$ cat config.mk
export PLATFORM = sky130hd
export DESIGN_NAME = rsd_frame_decoder
export DESIGN_NICKNAME = d
export VERILOG_FILES = /design/src/rtl/rsd_pkg.sv /design/src/rtl/rsd_syndrome.sv /design/src/rtl/rsd_solver.sv /design/src/rtl/rsd_corrector.sv /design/src/rtl/rsd_frame_decoder.sv
export SDC_FILE = /design/constraint.sdc
export NUM_CORES = 2
export LEC_CHECK = 0
export CAP_MARGIN = 10
export CORE_ASPECT_RATIO = 1.4
export CORE_MARGIN = 3
export CORE_UTILIZATION = 40
export CTS_BUF_LIST = sky130_fd_sc_hd__clkbuf_8
export DETAILED_ROUTE_END_ITERATION = 8
export DONT_BUFFER_PORTS = 1
export HOLD_SLACK_MARGIN = 0.02
export PLACE_DENSITY = 0.66
export SYNTH_ARGS = -nofsm -noshare
export SYNTH_HDL_FRONTEND = slang
export SYNTH_SLANG_ARGS = --single-unit
$ cat constraint.sdc
create_clock -name clk -period 22.7 [get_ports clk]
set_input_delay 4.54 -clock clk [delete_from_list [all_inputs] [get_ports clk]]
set_output_delay 4.54 -clock clk [all_outputs]
set_load 0.01 [all_outputs]
$ cat src/rtl/rsd_pkg.sv
package rsd_pkg;
  localparam int SYM_W   = 4;
  localparam int CW_N    = 15;
  localparam int NPAR    = 4;
  localparam int CW_K    = CW_N - NPAR;
  localparam int LANES   = 2;
  localparam int FRAME_W = LANES * CW_N * SYM_W;
  localparam int DATA_W  = LANES * CW_K * SYM_W;
  localparam int HDR_W   = 4;
  localparam int SC_W    = 4;
  localparam int TTC_W   = 16;
  localparam int DAQ_W   = DATA_W - HDR_W - SC_W - TTC_W;
  // reduction term of x^4 + x + 1
  localparam logic [SYM_W-1:0] FIELD_LOW = 4'h3;

  typedef logic [SYM_W-1:0] sym_t;
  typedef logic [CW_N-1:0][SYM_W-1:0] cw_t;
  typedef logic [CW_K-1:0][SYM_W-1:0] dat_t;
  typedef logic [NPAR-1:0][SYM_W-1:0] syn_t;

  function automatic sym_t gf_xtime(sym_t a);
    sym_t s;
    s = sym_t'({a[SYM_W-2:0], 1'b0});
    return a[SYM_W-1] ? (s ^ FIELD_LOW) : s;
  endfunction

  function automatic sym_t gf_mul(sym_t a, sym_t b);
    sym_t r, x;
    r = '0;
    x = a;
    for (int i = 0; i < SYM_W; i++) begin
      if (b[i]) r = r ^ x;
      x = gf_xtime(x);
    end
    return r;
  endfunction

  // a^(2^m - 2) is the inverse of a; maps zero to zero
  function automatic sym_t gf_inv(sym_t a);
    sym_t r, b;
    int   e;
    r = sym_t'(1);
    b = a;
    e = CW_N - 1;
    for (int i = 0; i < SYM_W; i++) begin
      if (e[i]) r = gf_mul(r, b);
      b = gf_mul(b, b);
    end
    return r;
  endfunction

  function automatic sym_t gf_apow(int n);
    sym_t r;
    r = sym_t'(1);
    for (int i = 0; i < CW_N; i++)
      if (i < (n % CW_N)) r = gf_xtime(r);
    return r;
  endfunction
endpackage

$ cat src/rtl/rsd_syndrome.sv
module rsd_syndrome
  import rsd_pkg::*;
(
  input  cw_t  cw,
  output syn_t syn
);
  for (genvar i = 0; i < NPAR; i++) begin : g_root
    sym_t acc;
    always_comb begin
      acc = '0;
      for (int j = CW_N - 1; j >= 0; j--)
        acc = gf_mul(acc, gf_apow(i + 1)) ^ cw[j];
    end
    assign syn[i] = acc;
  end
endmodule

$ cat src/rtl/rsd_solver.sv
module rsd_solver
  import rsd_pkg::*;
(
  input  syn_t syn,
  output sym_t sig1,
  output sym_t sig2,
  output sym_t om0,
  output sym_t om1,
  output sym_t sig1_inv,
  output logic any_err,
  output logic two_err,
  output logic early_bad
);
  sym_t s1, s2, s3, s4, det, dinv, x1;

  always_comb begin
    s1 = syn[0];
    s2 = syn[1];
    s3 = syn[2];
    s4 = syn[3];
    any_err = |syn;
    det  = gf_mul(s2, s2) ^ gf_mul(s1, s3);
    dinv = gf_inv(det);
    x1   = gf_mul(s2, gf_inv(s1));
    if (det != '0) begin
      sig1      = gf_mul(gf_mul(s2, s3) ^ gf_mul(s1, s4), dinv);
      sig2      = gf_mul(gf_mul(s2, s4) ^ gf_mul(s3, s3), dinv);
      two_err   = 1'b1;
      early_bad = (sig2 == '0);
    end else begin
      sig1      = x1;
      sig2      = '0;
      two_err   = 1'b0;
      early_bad = (s1 == '0) || (s3 != gf_mul(s2, x1)) || (s4 != gf_mul(s3, x1));
    end
    om0      = s1;
    om1      = s2 ^ gf_mul(sig1, s1);
    sig1_inv = gf_inv(sig1);
  end
endmodule

$ cat src/rtl/rsd_corrector.sv
module rsd_corrector
  import rsd_pkg::*;
(
  input  cw_t  raw,
  input  sym_t sig1,
  input  sym_t sig2,
  input  sym_t om0,
  input  sym_t om1,
  input  sym_t sig1_inv,
  input  logic any_err,
  input  logic two_err,
  input  logic early_bad,
  output dat_t data_out,
  output logic ok,
  output logic bad
);
  localparam int RC_W = $clog2(CW_N + 1);

  logic [CW_N-1:0] hit;
  logic [RC_W-1:0] root_cnt, need;

  for (genvar j = 0; j < CW_N; j++) begin : g_pos
    sym_t xi, lam;
    always_comb begin
      xi  = gf_apow((CW_N - j) % CW_N);
      lam = sym_t'(1) ^ gf_mul(sig1, xi) ^ gf_mul(sig2, gf_mul(xi, xi));
    end
    assign hit[j] = (lam == '0);
    if (j >= NPAR) begin : g_data
      sym_t ev;
      always_comb ev = gf_mul(om0 ^ gf_mul(om1, xi), sig1_inv);
      assign data_out[j-NPAR] = raw[j] ^ ((ok && hit[j]) ? ev : '0);
    end
  end

  always_comb begin
    root_cnt = RC_W'($countones(hit));
    need     = two_err ? RC_W'(2) : RC_W'(1);
    ok       = any_err && !early_bad && (root_cnt == need);
    bad      = any_err && !ok;
  end
endmodule

$ cat src/rtl/rsd_frame_decoder.sv
module rsd_frame_decoder
  import rsd_pkg::*;
#(
  parameter int CNT_W = 16
) (
  input  logic               clk,
  input  logic               rst,
  input  logic               in_vld,
  input  logic [FRAME_W-1:0] in_frame,
  output logic               out_vld,
  output logic [HDR_W-1:0]   out_hdr,
  output logic [SC_W-1:0]    out_sc,
  output logic [TTC_W-1:0]   out_ttc,
  output logic [DAQ_W-1:0]   out_daq,
  output logic [LANES-1:0]   out_fixed,
  output logic [LANES-1:0]   out_fail,
  output logic               out_bad,
  output logic [CNT_W-1:0]   cnt_fixed,
  output logic [CNT_W-1:0]   cnt_fail
);
  cw_t               lane_raw [LANES];
  dat_t              lane_dat [LANES];
  logic [LANES-1:0]  ok_v, bad_v;
  logic [DATA_W-1:0] corr_data;

  for (genvar w = 0; w < LANES; w++) begin : g_lane
    syn_t syn;
    sym_t sig1, sig2, om0, om1, sig1_inv;
    logic any_err, two_err, early_bad;

    for (genvar j = 0; j < CW_N; j++) begin : g_split
      assign lane_raw[w][j] = in_frame[(LANES*j + w)*SYM_W +: SYM_W];
      if (j >= NPAR) begin : g_merge
        assign corr_data[(LANES*(j-NPAR) + w)*SYM_W +: SYM_W] = lane_dat[w][j-NPAR];
      end
    end

    rsd_syndrome u_syn (.cw(lane_raw[w]), .syn(syn));

    rsd_solver u_sol (
      .syn(syn), .sig1(sig1), .sig2(sig2), .om0(om0), .om1(om1),
      .sig1_inv(sig1_inv), .any_err(any_err), .two_err(two_err),
      .early_bad(early_bad)
    );

    rsd_corrector u_cor (
      .raw(lane_raw[w]), .sig1(sig1), .sig2(sig2), .om0(om0), .om1(om1),
      .sig1_inv(sig1_inv), .any_err(any_err), .two_err(two_err),
      .early_bad(early_bad), .data_out(lane_dat[w]), .ok(ok_v[w]),
      .bad(bad_v[w])
    );
  end

  always_ff @(posedge clk) begin
    if (rst) begin
      out_vld   <= 1'b0;
      out_hdr   <= '0;
      out_sc    <= '0;
      out_ttc   <= '0;
      out_daq   <= '0;
      out_fixed <= '0;
      out_fail  <= '0;
      out_bad   <= 1'b0;
      cnt_fixed <= '0;
      cnt_fail  <= '0;
    end else begin
      out_vld <= in_vld;
      if (in_vld) begin
        out_hdr   <= corr_data[DATA_W-1 -: HDR_W];
        out_sc    <= corr_data[DATA_W-HDR_W-1 -: SC_W];
        out_ttc   <= corr_data[DAQ_W+TTC_W-1 -: TTC_W];
        out_daq   <= corr_data[DAQ_W-1:0];
        out_fixed <= ok_v;
        out_fail  <= bad_v;
        out_bad   <= |bad_v;
        if (|bad_v) begin
          if (cnt_fail != '1) cnt_fail <= cnt_fail + CNT_W'(1);
        end else if (|ok_v) begin
          if (cnt_fixed != '1) cnt_fixed <= cnt_fixed + CNT_W'(1);
        end
      end
    end
  end
endmodule

# --- Word-level counts from Yosys, hierarchy flattened ---
# Cells that the tools add are included.
op_classes:
  n_mux: 802
  reduce_logical: 78
  add_sub_neg: 30
  n_eq_ne: 8
  bitwise_logic: 939
op_table:
  columns: ["operator", "n"]
  rows:
  - ["$xor 4x4->4", 510]
  - ["$mux 4", 398]
  - ["$mux 2", 388]
  - ["$not 2->2", 380]
  - ["$logic_not 4->1", 34]
  - ["$add 16x1->16 const B", 2]
  - ["$ne 16x16->1 const B", 2]
  - ["$reduce_or 16->1", 2]
  - ["$not 1->1", 31]
  - ["$add 1x1->2", 14]
  - ["$logic_and 1x1->1", 28]
  - ["$add 2x2->3", 6]
  - ["$mux 3", 6]
  - ["$not 1->1 const A", 18]
  - ["$ne 4x4->1", 4]
  - ["$mux 1", 10]
  - ["$add 3x4->4", 2]
  - ["$add 4x3->4", 2]
  - ["$add 4x4->4", 2]
  - ["$eq 4x2->1", 2]
  - ["$reduce_bool 4->1", 2]
  - ["$add 2x1->3", 2]
  - ["$logic_not 1->1", 4]
  - ["$logic_or 1x1->1", 4]
  - ["other kinds (3)", 4]
word_totals:
  input_bits: 123
  wordCells: 1867
  ff_bits: 126
  output_inout_bits: 126

# --- Depth between registers and ports, before layout ---
logic_depth:
  ltp_word: 188
  ltp_mapped: 77
  depth_no_buf: 68

# --- Modules after synthesis ---
# A second synthesis with hierarchy kept.
unflattened:
  cells_unflattened: 4345
  hier_area_um2: 33892.5
by_module_without_submodules:
  columns: ["mod", "seq_area_each_um2", "area_per_inst_um2", "cells_each", "instances"]
  rows:
  - ["rsd_solver (g_lane[0].u_sol)", 0.0, 6122.1, 913, 1]
  - ["rsd_corrector (g_lane[1].u_cor)", 0.0, 5829.3, 751, 1]
  - ["rsd_solver (g_lane[1].u_sol)", 0.0, 5771.8, 875, 1]
  - ["rsd_corrector (g_lane[0].u_cor)", 0.0, 5704.2, 755, 1]
  - ["rsd_syndrome", 0.0, 2741.4, 271, 2]
  - ["rsd_frame_decoder", 2522.4, 4982.3, 509, 1]

# --- Worst setup path before layout ---
# OpenSTA, ideal clock, no wires.
synth_timing:
  kind: "input port to flip-flop"
  start: "input port in_frame[103]"
  end: "register cnt_fixed[13]"
  path_buffers: 9
  t_arrival_ns: 21.941
  t_required_ns: 22.630
  path_stages: 69
  setup_ns: 0.070
  slack_ns: 0.689
  cell_sequence: "buf_2 xnor3_1 xor2_1 xnor2_1 xor2_1 xnor3_1 xor2_2 ha_1 clkbuf_1 xnor2_1 mux2i_1 nor3_2 or2_4 xnor2_4 inv_2 ha_1 inv_1 or3_1 [33 not listed] nor3_1 fa_1 ha_1 fa_1 fa_1 fa_1 inv_1 fa_1 or3_1 a2111oi_0 o211ai_1 nand2b_1 nand2_1 a211oi_1 nand4_1 or2_2 or3_1 a21oi_1"
synth_via:
  elab_chain_cells: 105
  elab_cells_between_ends: 605
  classes_between: "14 x add/sub; 3 x eq/ne; 257 x mux; 302 x bitwise; 29 x reduce/logical"
synth_lines:
  columns: ["element", "line_no", "rtl"]
  rows:
  - ["from (decl)", "rsd_frame_decoder.sv:9", "input logic [FRAME_W-1:0] in_frame,"]
  - ["$xor 4x4->4", "rsd_syndrome.sv:12", "acc = gf_mul(acc, gf_apow(i + 1)) ^ cw[j];"]
  - ["$mux 2", "rsd_pkg.sv:24", "return a[SYM_W-1] ? (s ^ FIELD_LOW) : s;"]
  - ["$xor 4x4->4 / $not 2->2 (equally long branches)", null, null]
  - ["$mux 2", "rsd_pkg.sv:24", null]
  - ["$not 2->2 (no source line) / $xor 4x4->4 (equally long branches)", null, null]
  - ["$mux 2", "rsd_pkg.sv:24", null]
  - ["$xor 4x4->4 / $not 2->2 (equally long branches)", null, null]
  - ["$mux 2", "rsd_pkg.sv:24", null]
  - ["[89 not listed]", null, null]
  - ["$add 4x4->4 (not written as such)", "rsd_corrector.sv:37", "root_cnt = RC_W'($countones(hit));"]
  - ["$eq 4x2->1", "rsd_corrector.sv:39", "ok = any_err && !early_bad && (root_cnt == need);"]
  - ["$logic_and 1x1->1", "rsd_corrector.sv:39", null]
  - ["$logic_not 1->1", "rsd_corrector.sv:40", "bad = any_err && !ok;"]
  - ["$logic_and 1x1->1", "rsd_corrector.sv:40", null]
  - ["$reduce_or 2->1", "rsd_frame_decoder.sv:76", "if (|bad_v) begin"]
  - ["$not 1->1 (no source line)", null, null]
  - ["$reduce_and 4->1 (no source line) *", null, null]
  - ["to (signal assigned)", "rsd_frame_decoder.sv:79", "if (cnt_fixed != '1) cnt_fixed <= cnt_fixed + CNT_W'(1);"]
  - ["to (decl)", "rsd_frame_decoder.sv:18", "output logic [CNT_W-1:0] cnt_fixed,"]
# Every way passes the cells marked *; elsewhere a longest branch is shown, timed or not. The select of a mux whose other input is x is not followed.
# A chain may end at the register's enable or synchronous reset.

# --- Worst setup path after layout ---
layout_timing:
  start: "input port in_frame[69]"
  end: "register out_daq[62]"
layout_via:
  elab_chain_cells: 109
  elab_cells_between_ends: 596
  classes_between: "14 x add/sub; 3 x eq/ne; 269 x mux; 285 x bitwise; 25 x reduce/logical"
layout_lines:
  columns: ["element", "line_no", "rtl"]
  rows:
  - ["$xor 4x4->4", "rsd_syndrome.sv:12", null]
  - ["$mux 2", "rsd_pkg.sv:24", null]
  - ["$xor 4x4->4", "rsd_syndrome.sv:12", null]
  - ["$not 2->2 (no source line)", null, null]
  - ["$mux 2", "rsd_pkg.sv:24", null]
  - ["$xor 4x4->4", "rsd_syndrome.sv:12", null]
  - ["$mux 2", "rsd_pkg.sv:24", null]
  - ["$not 2->2 (no source line)", null, null]
  - ["[93 not listed]", null, null]
  - ["$xor 4x4->4", "rsd_pkg.sv:32", "if (b[i]) r = r ^ x;"]
  - ["$mux 4", "rsd_pkg.sv:32", null]
  - ["$xor 4x4->4", "rsd_pkg.sv:32", null]
  - ["$mux 4", "rsd_pkg.sv:32", null]
  - ["$xor 4x4->4", "rsd_pkg.sv:32", null]
  - ["$mux 4", "rsd_pkg.sv:32", null]
  - ["$mux 4 *", "rsd_corrector.sv:32", "assign data_out[j-NPAR] = raw[j] ^ ((ok && hit[j]) ? ev : '0);"]
  - ["$xor 4x4->4 *", "rsd_corrector.sv:32", null]
  - ["to (signal assigned)", "rsd_frame_decoder.sv:72", "out_daq <= corr_data[DAQ_W-1:0];"]
  - ["to (decl)", "rsd_frame_decoder.sv:14", "output logic [DAQ_W-1:0] out_daq,"]
# Marked as above.

==> run summary <==
Port Buffers - 0
layout cells sized above 1 - 0.06282
FFs w/ async S/R, synth - 0
wire length per cell - 21.34 um
Final GP Congestion - 0.9531
Worst path slowest cell - xnor2_4
RSZ-0062 raised after global routing - false
hold_sp - out_daq[55]
outcome - finished clean
PnR worst setup slack - 1.226 ns
Fin Hold WS - 0.5256 ns
Worst-Margin Slew - 1.274 ns
maximum number of pins on one net before global-route repair - 127
syn avg cell area - 7.577 um^2
Finish-stage setup viols - 0
CP max FO - 45
Antenna Violating Nets Remaining - 0
register area share after synthesis - 0.07157
drt initial violations - 2,776
syn_nets - 4,854
Placed Cells - 5,625
Die W - 256.9 um
Setup crit end kind - flip-flop
full die area - 0.09175 mm^2
clk root buf - clkbuf_8
Die Y - 357.2 um
max cap viols - 0
Reg2Reg Depth - 8
first-pass GRT wire length - 181.5 mm
WHS Endpoint - out_daq[55]
Crit path top cell by count - xnor2_1
Top-Level Pins - 249
initial antenna violation count - 1
ys flop type - dfxtp_1
Crit path required time - 23.17 ns
most frequent cells in the layout - 1,030 x xnor2_1, 610 x nor2_1, 441 x nand2_1
Mapped Cells - 4,651
worst r2r src - cnt_fail[7]
Tcrit/Tclk final - 0.9460
Post-synth EDFFs - 0
core area - 0.08712 mm^2
Reg-to-Reg End - cnt_fail[11]
Worst-path clk slew - 0.07 ns
CTS tree - built
max incr delay on CP - 0.96 ns
Hold Path Class - reg2reg
Finished Layout Cells - 5,659
setup TNS - 0 ns
Area Overhead vs Synth - 4.406%
FMAX - 46.57 MHz
vias in the first global route - 30,070
clk buf depth - 2
WHS Path Cells - 2
CTS buffer count - 17
H-Tree Level Count - 4
kind of critical path - in2reg
# diodes - 0
Unique masters post-synth - 113
R2R setup slack - 19.92 ns
mapped cell area - 0.03524 mm^2
Initial Utilization - 0.4045
final wirelength - 120.7 mm
gr usage total - 0.2515
WP data arrival - 21.95 ns
hpwl dp - 94.40 mm
post-synthesis register bit count - 126
1st-pass router iterations - 6
Placement Rows - 128
final slew viol count - 0
grt total ovfl - 0
CP startpoint - in_frame[69]
Ys Warns - 0
routed via count - 32,240
Layout Skew - 0.01146 ns
vias per std cell - 5.698
drt drc - 0
crit path launch type - input port
Tmin final - 21.47 ns
CTS Sinks - 126
commonest non-fill, non-tap cell in the layout - xnor2_1
pre-CTS setup slack - 0.6173 ns
worst relative slew slack - 0.1430
Nets - 4,679
endpoints failing hold - 0
Skew-Pair Late Insertion Delay - 0.54 ns
## registers in the layout, summed over array words and instances (netlist names)
name / count
cnt_fixed: 16
out_sc: 4
out_fail: 2
cnt_fail: 16
out_bad: 1
out_ttc: 16
out_fixed: 2
out_hdr: 4
out_vld: 1
out_daq: 64
## area by class of cell
| cell class | count | area, um^2 |
|---|---|---|
| fillers | 8904 | 50330 |
| multi-input cells | 4089 | 31080 |
| flip-flops and latches | 126 | 2522 |
| well taps | 1170 | 1464 |
| repair buffers | 113 | 845.8 |
| inverters | 129 | 488.0 |
| clock buffers | 17 | 234.0 |
| clock inverters | 15 | 160.2 |
## worst max-delay path: cells and delay by family
kind | cells | cell delay, ns
AO/OA/AOI/OAI | 13 | 2.54
XOR/XNOR | 22 | 7.52
adder cells (fa/ha/maj) | 6 | 2.52
buffers and inverters | 7 | 1.49
multiplexers | 6 | 1.34
AND/OR/NAND/NOR | 11 | 1.92
## cell families after synthesis
| group | Yosys count | share of synthesized area |
|---|---|---|
| compound gates | 737 | 0.1385 |
| xor+xnor | 1519 | 0.4512 |
| fa+ha+maj | 85 | 0.03366 |
| buf+inv | 437 | 0.05041 |
| flops | 126 | 0.07157 |
| mux | 194 | 0.05727 |
| simple gates | 1553 | 0.1974 |
## cells in the mapped netlist, drive strengths merged, types with 8 or more instances
cell / count / share of area
xor3: 18 / 0.012
and2: 37 / 0.0066
nor4: 29 / 0.0051
o211ai: 31 / 0.0070
o21ai: 165 / 0.023
nand2b: 46 / 0.0082
or2: 16 / 0.0029
xor2: 293 / 0.075
a21oi: 195 / 0.028
xnor3: 148 / 0.095
a2111oi: 10 / 0.0036
o22ai: 48 / 0.0085
or3: 27 / 0.0048
o21a: 13 / 0.0028
fa: 18 / 0.010
a32oi: 10 / 0.0027
a211oi: 44 / 0.0095
a211o: 13 / 0.0032
o31ai: 17 / 0.0038
nand3: 87 / 0.012
o311ai: 8 / 0.0020
nand4: 22 / 0.0039
a21boi: 8 / 0.0017
mux2: 18 / 0.0059
inv: 122 / 0.013
xnor2: 1060 / 0.27
a221oi: 10 / 0.0027
or4: 9 / 0.0019
o32ai: 16 / 0.0040
buf: 119 / 0.016
a31oi: 33 / 0.0063
mux2i: 173 / 0.049
nor2b: 56 / 0.0099
a21o: 15 / 0.0032
clkbuf: 189 / 0.020
nor3: 108 / 0.016
ha: 62 / 0.022
and3: 30 / 0.0053
nand2: 441 / 0.047
dfxtp: 126 / 0.072
a22oi: 22 / 0.0047
nor2: 615 / 0.066
## per-stage QoR
step             util  area [um^2]
5_1_grt        0.4223        36800
6_report       0.4223        36800
3_5_place_dp   0.4174        36370
3_3_place_gp   0.4174        36370
2_1_floorplan       -        35240
4_1_cts        0.4219        36760
## timing repair
item,in CTS,in global routing
resized for setup,0,2
hold buffers,0,0
buffers inserted,0,0
endpoints found under the hold margin,0,0
setup endpoints to repair,0,6
## routing by layer
metal | share of wire | track usage | wire, um | vias up
li1 | - | - | - | 15300
met1 | 0.37 | 0.2824 | 45100 | 15420
met2 | 0.49 | 0.4429 | 59060 | 1243
met3 | 0.073 | 0.05106 | 8814 | 284
met4 | 0.064 | 0.1439 | 7758 | 0
met5 | 0 | 0 | 0 | -
## worst max path at each step
| stage | end | slack (ns) |
|---|---|---|
| floorplan | cnt_fixed[13] | 0.69 |
| global placement | out_daq[21] | 0.95 |
| detailed placement | cnt_fixed[13] | 0.62 |
| CTS | cnt_fixed[13] | 1.15 |
| global route | out_daq[21] | 0.03 |
| finish | out_daq[62] | 1.23 |
Power is left out: the tool's default activity adds up to more than one toggle a clock period on the data nets, which glitch-free logic cannot reach.
